$ cat src/rtl/nq_pkg.sv
package nq_pkg;
  typedef enum logic [2:0] {
    S_IDLE,
    S_PRE,
    S_STEP,
    S_COL,
    S_EVAL
  } nq_state_e;

  localparam int STUCK_PCT  = 98;
  localparam int HI_TENTHS  = 7;
  localparam int LO_TENTHS  = 3;
endpackage

$ cat src/rtl/nq_tally.sv
module nq_tally #(
  parameter int CNT_W = 16
) (
  input  logic             clk,
  input  logic             rst_n,
  input  logic             clr,
  input  logic             en,
  input  logic             bit_in,
  output logic [CNT_W-1:0] ones,
  output logic [CNT_W-1:0] total
);
  always_ff @(posedge clk or negedge rst_n) begin
    if (!rst_n) begin
      ones  <= '0;
      total <= '0;
    end else if (clr) begin
      ones  <= '0;
      total <= '0;
    end else if (en) begin
      total <= total + CNT_W'(1);
      if (bit_in) ones <= ones + CNT_W'(1);
    end
  end

  // the ones count can never exceed the sample count
  a_r4_ones_le_total: assert property (@(posedge clk) disable iff (!rst_n)
    ones <= total);
endmodule

$ cat src/rtl/nq_window.sv
module nq_window #(
  parameter int W     = 32,
  parameter int SUM_W = $clog2(W + 1)
) (
  input  logic             clk,
  input  logic             rst_n,
  input  logic             clr,
  input  logic             en,
  input  logic             bit_in,
  output logic             seen,
  output logic [SUM_W-1:0] win_max,
  output logic [SUM_W-1:0] win_min
);
  localparam logic [SUM_W-1:0] W_V = SUM_W'(W);

  logic [W-1:0]     hist;
  logic [SUM_W-1:0] sum, fill, sum_nx, fill_nx;
  logic             full;

  always_comb begin
    full    = (fill == W_V);
    sum_nx  = sum + SUM_W'(bit_in) - SUM_W'(full & hist[W-1]);
    fill_nx = full ? fill : fill + SUM_W'(1);
  end

  always_ff @(posedge clk or negedge rst_n) begin
    if (!rst_n) begin
      hist    <= '0;
      sum     <= '0;
      fill    <= '0;
      seen    <= 1'b0;
      win_max <= '0;
      win_min <= '1;
    end else if (clr) begin
      hist    <= '0;
      sum     <= '0;
      fill    <= '0;
      seen    <= 1'b0;
      win_max <= '0;
      win_min <= '1;
    end else if (en) begin
      hist <= {hist[W-2:0], bit_in};
      sum  <= sum_nx;
      fill <= fill_nx;
      if (fill_nx == W_V) begin
        seen <= 1'b1;
        if (sum_nx > win_max) win_max <= sum_nx;
        if (sum_nx < win_min) win_min <= sum_nx;
      end
    end
  end

  // the window sum never exceeds the number of samples held
  a_r5_sum_within_fill: assert property (@(posedge clk) disable iff (!rst_n)
    sum <= fill);
  // once a full window exists, the tracked extremes are ordered
  a_r5_extremes_ordered: assert property (@(posedge clk) disable iff (!rst_n)
    seen |-> (win_min <= win_max));
endmodule

$ cat src/rtl/nq_cell_qualify.sv
module nq_cell_qualify
  import nq_pkg::*;
#(
  parameter int WIN_LEN = 32,
  parameter int CNT_W   = 16,
  parameter int RETRY_W = 8,
  parameter int STEP_W  = 8
) (
  input  logic               clk,
  input  logic               rst_n,
  input  logic               start,
  input  logic [CNT_W-1:0]   n_samples,
  input  logic [RETRY_W-1:0] retry_limit,
  input  logic [STEP_W-1:0]  step_offset,
  input  logic [STEP_W-1:0]  step_record,
  input  logic               smp_valid,
  input  logic               smp_bit,
  output logic               smp_ready,
  output logic               prog_req,
  output logic               pass_pulse,
  output logic               fail_pulse,
  output logic               busy
);
  localparam int SUM_W = $clog2(WIN_LEN + 1);
  localparam int PW    = CNT_W + 7;
  localparam int HI_LIM = HI_TENTHS * WIN_LEN;
  localparam int LO_LIM = LO_TENTHS * WIN_LEN;

  nq_state_e          st;
  logic [CNT_W-1:0]   n_q, taken;
  logic [RETRY_W-1:0] l_q, att_q;
  logic [STEP_W-1:0]  pre_q;

  logic               accept, clr_stats;
  logic [CNT_W-1:0]   ones_c, total_c, zeros_c;
  logic               win_seen;
  logic [SUM_W-1:0]   win_max, win_min;
  logic [PW-1:0]      ones_x, zeros_x, lim_x;
  logic               stuck, swing_hi, swing_lo, trace_ok, out_of_tries;

  assign accept    = smp_valid & smp_ready;
  assign clr_stats = (st == S_STEP);

  nq_tally #(.CNT_W(CNT_W)) u_tally (
    .clk(clk), .rst_n(rst_n), .clr(clr_stats), .en(accept), .bit_in(smp_bit),
    .ones(ones_c), .total(total_c)
  );

  nq_window #(.W(WIN_LEN), .SUM_W(SUM_W)) u_window (
    .clk(clk), .rst_n(rst_n), .clr(clr_stats), .en(accept), .bit_in(smp_bit),
    .seen(win_seen), .win_max(win_max), .win_min(win_min)
  );

  always_comb begin
    zeros_c      = total_c - ones_c;
    ones_x       = PW'(ones_c) * PW'(100);
    zeros_x      = PW'(zeros_c) * PW'(100);
    lim_x        = PW'(total_c) * PW'(STUCK_PCT);
    stuck        = (ones_x > lim_x) || (zeros_x > lim_x);
    swing_hi     = (int'(win_max) * 10) > HI_LIM;
    swing_lo     = (int'(win_min) * 10) < LO_LIM;
    trace_ok     = win_seen && !stuck && swing_hi && swing_lo;
    out_of_tries = (att_q == l_q);
  end

  assign busy       = (st != S_IDLE);
  assign smp_ready  = (st == S_COL) && (n_q != '0);
  assign prog_req   = ((st == S_PRE) && (pre_q != '0)) ||
                      ((st == S_STEP) && !out_of_tries);
  assign pass_pulse = (st == S_EVAL) && trace_ok;
  assign fail_pulse = (st == S_STEP) && out_of_tries;

  always_ff @(posedge clk or negedge rst_n) begin
    if (!rst_n) begin
      st    <= S_IDLE;
      n_q   <= '0;
      l_q   <= '0;
      pre_q <= '0;
      att_q <= '0;
      taken <= '0;
    end else begin
      unique case (st)
        S_IDLE: if (start) begin
          n_q   <= n_samples;
          l_q   <= retry_limit;
          pre_q <= (step_record > step_offset) ? step_record - step_offset : '0;
          att_q <= '0;
          st    <= S_PRE;
        end
        S_PRE: begin
          if (pre_q != '0) pre_q <= pre_q - STEP_W'(1);
          else             st    <= S_STEP;
        end
        S_STEP: begin
          taken <= '0;
          if (out_of_tries) begin
            st <= S_IDLE;
          end else begin
            att_q <= att_q + RETRY_W'(1);
            st    <= S_COL;
          end
        end
        S_COL: begin
          if (n_q == '0) begin
            st <= S_EVAL;
          end else if (accept) begin
            taken <= taken + CNT_W'(1);
            if (taken == n_q - CNT_W'(1)) st <= S_EVAL;
          end
        end
        S_EVAL: st <= trace_ok ? S_IDLE : S_STEP;
        default: st <= S_IDLE;
      endcase
    end
  end

  // each preload cycle lowers the remaining preload count by one
  a_r2_preload_down: assert property (@(posedge clk) disable iff (!rst_n)
    (st == S_PRE && pre_q != '0) |=> (pre_q == $past(pre_q) - STEP_W'(1)));
  // a collection never takes more samples than the trace length
  a_r3_no_overrun: assert property (@(posedge clk) disable iff (!rst_n)
    (st == S_COL) |-> (taken < n_q || n_q == '0));
  // pass and fail are never reported together
  a_r6_one_verdict: assert property (@(posedge clk) disable iff (!rst_n)
    !(pass_pulse && fail_pulse));
  // a pass ends the job on the next cycle
  a_r7_pass_then_idle: assert property (@(posedge clk) disable iff (!rst_n)
    pass_pulse |=> !busy);
  // the attempt counter never passes the retry limit
  a_r8_attempt_bound: assert property (@(posedge clk) disable iff (!rst_n)
    busy |-> (att_q <= l_q));
  // a fail also ends the job on the next cycle
  a_r8_fail_then_idle: assert property (@(posedge clk) disable iff (!rst_n)
    fail_pulse |=> !busy);
endmodule

$ cat config.mk
export PLATFORM = sky130hd
export DESIGN_NAME = nq_cell_qualify
export DESIGN_NICKNAME = d
export VERILOG_FILES = /design/src/rtl/nq_pkg.sv /design/src/rtl/nq_tally.sv /design/src/rtl/nq_window.sv /design/src/rtl/nq_cell_qualify.sv
export SDC_FILE = /design/constraint.sdc
export NUM_CORES = 1
export LEC_CHECK = 0
export BUFFER_PORTS_ARGS = -buffer_cell sky130_fd_sc_hd__buf_4
export CORE_MARGIN = 3
export CORE_UTILIZATION = 60
export DETAILED_ROUTE_END_ITERATION = 7
export PLACE_DENSITY = 0.77
export SETUP_SLACK_MARGIN = 0.05
export SLEW_MARGIN = 20
export SYNTH_ARGS = -nofsm -noshare
export SYNTH_HDL_FRONTEND = slang
export SYNTH_SLANG_ARGS = --single-unit
export TNS_END_PERCENT = 10
$ cat constraint.sdc
create_clock -name clk -period 8.9 [get_ports clk]
set_clock_uncertainty 0.1 [all_clocks]
set_input_delay 0.445 -clock clk [delete_from_list [all_inputs] [get_ports clk]]
set_output_delay 0.445 -clock clk [all_outputs]
set_load 0.02 [all_outputs]
=== Word level (Yosys, flattened, before mapping) ===
Index checks and enable logic that the tools add are counted.

* Flip-flop bits (word level): 148
* Input bits: 45
* Output and inout port bits: 5
* Word-level logic and storage cells: 130

* Bitwise logic cells: 2
* Equal/unequal tests: 16
* $mul: 5
* Add/sub/neg operators: 11
* Magnitude comparators: 7
* Reductions and logical operators: 34
* Mux-type cells: 41

{| class="wikitable"
|+ Operators with widths
! operator !! number
|-
| $mux W16 || 7
|-
| $mux W6 || 13
|-
| $mux W32 || 2
|-
| $add A16 B1 Y16 const B || 3
|-
| $gt A23 B23 Y1 || 2
|-
| $mul A16 B5 Y21 const B || 2
|-
| $mux W8 || 5
|-
| $pmux W16 S2 || 1
|-
| $pmux W8 S2 || 2
|-
| $mul A16 B6 Y22 const B || 1
|-
| $mul A6 B3 Y9 const B || 2
|-
| $eq A16 B16 Y1 || 1
|-
| $logic_not A16 Y1 || 1
|-
| $reduce_bool A16 Y1 || 1
|-
| $reduce_bool A2 Y1 || 8
|-
| $sub A16 B1 Y16 const B || 1
|-
| $sub A16 B16 Y16 || 1
|-
| $mux W3 || 5
|-
| $pmux W3 S5 || 1
|-
| $reduce_and A3 Y1 || 5
|-
| $eq A6 B6 Y1 const B || 2
|-
| $gt A10 B8 Y1 const B || 1
|-
| $lt A10 B7 Y1 const B || 1
|-
| $ne A2 B2 Y1 const B || 5
|-
| 27 further kinds || 43
|}

=== Logic depth before layout (Yosys ltp) ===
* Depth in word-level cells: 10
* Depth in mapped cells: 34
* Mapped depth without buffers: 33

=== By module ===
From an unflattened synthesis, not the netlist that was laid out.

* Cell total of the unflattened synthesis: 1,693
* Area total of the unflattened synthesis: 14,886.8 µm²

{| class="wikitable"
|+ Modules (own cells, without submodules)
! module !! seq. area each (µm²) !! instances !! area each (µm²) !! cells an instance
|-
| nq_cell_qualify || 1,476.4 || 1 || 10,278.6 || 1,237
|-
| nq_window || 1,433.9 || 1 || 3,031.7 || 291
|-
| nq_tally || 800.8 || 1 || 1,576.5 || 165
|}

=== Worst setup path before layout ===
No wires, ideal clock.

* Path type: register to output
* Start: register u_tally.total[0]
* End: output pass_pulse
* Required time: 8,355 ps
* Path buffers: 1
* Data arrival time: 6,390 ps
* Setup slack: 1,965 ps
* Cell stages (with the launch flop): 35
* Cells stage by stage: dfrtp_1 > inv_1 > ha_1 > inv_1 > fa_1 > a21o_1 > a21oi_1 > nor2b_1 > o211ai_1 > nand2_1 > a41o_1 > or2_1 > clkbuf_1 > xor2_1 > ha_1 > ha_1 > inv_1 > fa_1 > inv_1 > ha_1 > a21o_1 > a21o_1 > a21oi_1 > a31oi_1 > nor2_1 > xnor2_1 > ha_1 > a21oi_1 > nor2b_1 > o21ai_0 > o21ai_0 > a211oi_1 > a41oi_1 > nor4_1 > and3_1

* Word-level cells in the longest chain between the ends: 9
* Elaborated cells between the ends (all ways): 11
* Those cells by class: 1 x add/sub; 2 x mul; 2 x order compare; 6 x reduce/logical

{| class="wikitable"
|+ Ends and longest elaborated chain
! element !! RTL line !! RTL
|-
| start: declaration || nq_tally.sv:10 || <nowiki>output logic [CNT_W-1:0] total</nowiki>
|-
| start signal: assignment || nq_tally.sv:20 || <nowiki>total <= total + CNT_W'(1);</nowiki>
|-
| $sub A16 B16 Y16 || nq_cell_qualify.sv:55 || <nowiki>zeros_c = total_c - ones_c;</nowiki>
|-
| $mul A16 B5 Y21 || nq_cell_qualify.sv:57 || <nowiki>zeros_x = PW'(zeros_c) * PW'(100);</nowiki>
|-
| $gt A23 B23 Y1 || nq_cell_qualify.sv:59 || <nowiki>stuck = (ones_x > lim_x) || (zeros_x > lim_x);</nowiki>
|-
| $logic_or A1 B1 Y1 (*) || nq_cell_qualify.sv:59 ||
|-
| $logic_not A1 Y1 (*) || nq_cell_qualify.sv:62 || <nowiki>trace_ok = win_seen && !stuck && swing_hi && swing_lo;</nowiki>
|-
| $logic_and A1 B1 Y1 (*) (3 in series) || nq_cell_qualify.sv:62 ||
|-
| $logic_and A1 B1 Y1 (*) || nq_cell_qualify.sv:70 || <nowiki>assign pass_pulse = (st == S_EVAL) && trace_ok;</nowiki>
|-
| end: declaration || nq_cell_qualify.sv:20 || <nowiki>output logic pass_pulse,</nowiki>
|}

Mark *: on every way between the ends. The rest lies on a longest branch, timed or not.

=== Worst setup path after layout ===
* Start: register u_tally.ones[0]
* End: output pass_pulse

* Word-level cells in the longest chain between the ends: 9
* Elaborated cells between the ends (all ways): 11
* Those cells by class: 1 x add/sub; 2 x mul; 2 x order compare; 6 x reduce/logical

{| class="wikitable"
|+ Ends and longest elaborated chain
! element !! RTL line !! RTL
|-
| start: declaration || nq_tally.sv:9 || <nowiki>output logic [CNT_W-1:0] ones,</nowiki>
|-
| start signal: assignment || nq_tally.sv:21 || <nowiki>if (bit_in) ones <= ones + CNT_W'(1);</nowiki>
|-
| $sub A16 B16 Y16 || nq_cell_qualify.sv:55 ||
|-
| $mul A16 B5 Y21 || nq_cell_qualify.sv:57 ||
|-
| $gt A23 B23 Y1 || nq_cell_qualify.sv:59 ||
|-
| $logic_or A1 B1 Y1 (*) || nq_cell_qualify.sv:59 ||
|-
| $logic_not A1 Y1 (*) || nq_cell_qualify.sv:62 ||
|-
| $logic_and A1 B1 Y1 (*) (3 in series) || nq_cell_qualify.sv:62 ||
|-
| $logic_and A1 B1 Y1 (*) || nq_cell_qualify.sv:70 ||
|}

Marked as above.

==> load_flow_metrics.sql <==
INSERT INTO impl_metrics (metric_group, metric, value, unit) VALUES
('worst_setup_path', 'cp_data_required_time', '8.36', 'ns'),
('layout', 'syn2layout_area_growth', '9.026', '%'),
('logic_synthesis', 'syn_area_per_cell', '8.701', 'sq um'),
('detailed_routing', 'postRouteWirelength', '31180', 'microns'),
('sta', 'setup_viol_count_final', '0', ''),
('sta', 'remaining_max_slew_budget_at_the_tightest_pin', '36.24', '%'),
('logic_synthesis', 'synth_seq_area_share', '25.62', '%'),
('worst_setup_path', 'startpoint_kind_of_the_worst_setup_timing_path', 'register', ''),
('logic_synthesis', 'synthArstFlopShare', '100.0', '%'),
('layout', 'layout_filler_cell_count', '1941', ''),
('worst_setup_path', 'cp_slowest_cell', 'dfrtp_1', ''),
('min_path', 'min-delay-start', 'n_samples[13]', ''),
('global_route', 'grt_usage', '24.75', '%'),
('sta', 'max_slew.worst_pin.slew', '0.9563', 'ns'),
('worst_setup_path', 'worstSetupEndpointType', 'output pin', ''),
('detailed_routing', 'via_count', '11620', ''),
('sta', 'achievable-frequency', '119.1', 'MHz'),
('global_route', 'wire_length_of_the_first_global_routing_pass', '53680', 'microns'),
('floorplan', 'io-pin-count', '50', ''),
('power_and_ir_drop', 'power.share.clock', '11.3', '%'),
('status', 'status', 'completed', ''),
('sta', 'finalWorstPathRequiredPeriod', '8.398', 'ns'),
('detailed_routing', 'drt_pass1_iterations', '5', ''),
('worst_setup_path', 'critPathLaunch', 'u_tally.ones[0]', ''),
('logic_synthesis', 'synth.ff_latch_count', '148', ''),
('global_route', 'pin_count_of_the_biggest_net_entering_global_routing', '79', ''),
('logic_synthesis', 'synthesis.nets', '2008', ''),
('worst_setup_path', 'criticalPathCategory', 'reg2out', ''),
('floorplan', 'core_region_area', '23610', 'sq um'),
('logic_synthesis', 'synth_top_cell_by_area', 'dfrtp_1', ''),
('global_route', 'via_count_of_the_first_global_routing_pass', '11670', ''),
('floorplan', 'number_of_cell_rows', '56', ''),
('layout', 'antenna_cells', '0', ''),
('worst_setup_path', 'cpLargestDelayFamily', 'compound AO/OA/AOI/OAI gates', ''),
('detailed_routing', 'detail-route-antenna-nets', '0', ''),
('power_and_ir_drop', 'seq_power_share', '15.4', '%'),
('run', 'drv.max_cap_violation_count', '0', ''),
('sta', 'slew_viol_final', '0', ''),
('sta', 'fin_tns_setup', '0', 'ns'),
('global_route', 'global_route.overflow_total', '0', ''),
('global_route', 'initial_antenna_violation_count', '1', ''),
('place', 'place.port_buffers', '49', ''),
('clock_tree', 'cts_buffer_depth', '2', ''),
('clock_tree', 'numCtsBuffers', '17', ''),
('sta', 'grt_setup_unrepaired', 'false', ''),
('worst_setup_path', 'arrival_time_of_the_worst_setup_path', '7.85', 'ns'),
('detailed_routing', 'drt_first_iter_violations', '666', ''),
('power_and_ir_drop', 'p_sw', '3006', 'uW'),
('power_and_ir_drop', 'pwr_density_cell', '386.6', 'nW/um^2'),
('place', 'detailed_place_hpwl', '24400', 'microns'),
('logic_synthesis', 'yosysWarningCount', '0', ''),
('logic_synthesis', 'post_synth_inst_count', '1665', ''),
('power_and_ir_drop', 'p_int', '3099', 'uW'),
('power_and_ir_drop', 'power.share.combinational', '73.3', '%'),
('worst_setup_path', 'slowest_delay', '0.55', 'ns'),
('sta', 'timing_hold_violations_final', '0', ''),
('logic_synthesis', 'synth_top_cells_by_area', 'dfrtp_1 25%, ha_1 22%, xnor2_1 6.2%', ''),
('clock_tree', 'clk_root_buffer_cell', 'clkbuf_16', ''),
('floorplan', 'design.die.area', '26050', 'sq um'),
('power_and_ir_drop', 'power_switching_share', '49.24', '%'),
('detailed_routing', 'post-route-drc-count', '0', ''),
('logic_synthesis', 'post-synth-top-area-fraction', '24.53', '%'),
('logic_synthesis', 'netlist_area', '14490', 'sq um'),
('min_path', 'hold_class', 'in2reg', ''),
('clock_tree', 'clk-insertion-delay-late', '0.43', 'ns'),
('detailed_routing', 'wl_per_cell', '15.28', 'microns'),
('power_and_ir_drop', 'power_leakage', '0.008302', 'uW'),
('floorplan', 'die_h', '161.4', 'microns'),
('sta', 'layout_worst_path_cycle_share', '94.36', '%'),
('floorplan', 'die_width', '161.4', 'microns'),
('detailed_routing', 'drt-vias-per-instance', '5.694', '');
-- logic make-up after synthesis --
family	Yosys count	synth area share, %
AND/OR/NAND/NOR	501	16.09
adder cells (fa/ha/maj)	298	27.71
buffers and inverters	262	6.815
AO/OA/AOI/OAI	260	11.44
XOR/XNOR	163	9.855
flip-flops	148	25.62
multiplexers	33	2.470
-- sequential cells by signal (all words and copies together), names as in the netlist --
register / flops
n_q: 16
att_q: 8
l_q: 8
u_window.sum: 6
u_tally.ones: 16
u_window.fill: 6
u_window.hist: 32
u_window.win_max: 6
u_tally.total: 16
u_window.seen: 1
taken: 16
pre_q: 8
u_window.win_min: 6
st: 3
-- synthesized netlist by cell type, types with 26 or more instances --
library cell,number
nor2_1,145
inv_1,228
clkbuf_1,27
o21ai_1,32
o21ai_0,29
xnor2_1,102
nand4_1,26
fa_1,38
ha_1,260
a21o_1,30
nand2_1,143
dfrtp_1,142
xor2_1,61
nand3_1,63
a21oi_1,77
nor3_1,40
-- cell type report --
cell class / count / area share [%]
inverters: 229 / 5.442
repair buffers: 57 / 2.749
clock inverters: 15 / 0.8873
multi-input cells: 1255 / 62.20
clock buffers: 17 / 2.693
flip-flops and latches: 148 / 23.50
well taps: 319 / 2.527
-- per-layer routing --
| metal | global-route usage [%] | wire, microns | vias up |
|---|---|---|---|
| met5 | 0 | 14 | - |
| met4 | 6.062 | 460 | 2 |
| met3 | 3.052 | 1083 | 34 |
| met2 | 42.71 | 15090 | 219 |
| met1 | 33.30 | 14530 | 5603 |
| li1 | - | - | 5757 |
-- stage by stage --
step / hold WS, ns / total power [uW] / cells / instance area [sq um] / setup WS (ns)
6_report: 0.1274 / 6106 / 2040 / 15790 / 0.5019
5_1_grt: 0.1236 / 6844 / 2040 / 15790 / 0.08259
4_1_cts: 0.1164 / 6106 / 2040 / 15780 / 0.3292
3_5_place_dp: 0.3509 / 5366 / 2007 / 15200 / 0.8153
3_3_place_gp: 0.3470 / 5154 / 2007 / 15200 / 1.008
2_1_floorplan: 0.04941 / 4342 / 1665 / 14490 / 1.965
-- power by group through the flow --
stage	sequential [uW]	combinational, uW	clock (uW)
2_1_floorplan	910	3430	0
3_3_place_gp	940	4210	0
3_5_place_dp	947	4420	0
4_1_cts	936	4470	698
5_1_grt	958	5150	732
6_report	938	4480	690
-- cells in the final DEF, fill, tap and decap left out, types with 5 or more instances in the layout --
master and instances:
fa_1 38, mux2_1 19, nor2b_1 16, nand3_1 63, nand4_1 26, nor3_1 40
nand2b_1 10, ha_1 260, o21bai_1 9, a21oi_1 77, o221ai_1 5, dfstp_2 6
and3_1 14, nand2_1 143, inv_6 8, dfrtp_1 142, a211oi_1 9, xor2_1 61
xnor2_1 102, o41ai_1 6, nor2_1 144, inv_1 228, o21ai_0 29, a31oi_1 8
buf_4 55, o21ai_1 31, or3_1 12, a21o_1 30, clkbuf_16 17, o21a_1 12
o211ai_1 8, mux2i_1 11
-- path summary, 6_finish.rpt --
kind,endpoint,slack [ns],cells past startpoint
max,pass_pulse,0.50,33
min,n_q[13],0.13,2
max reg2reg,st[1],1.52,32
min reg2reg,u_window.hist[20],0.37,2
max in group asynchronous,u_window.hist[27],6.72,3
min in group asynchronous,u_window.win_max[2],0.48,2
-- timing repair --
| item | CTS | global route |
|---|---|---|
| endpoints found under the setup margin | 0 | 1 |
| setup buffers | 0 | 0 |
| resized for setup | 0 | 2 |
| endpoints found under the hold margin | 64 | 0 |
| hold buffers | 1 | 0 |
Note: power is estimated with default switching activity, not from simulation.
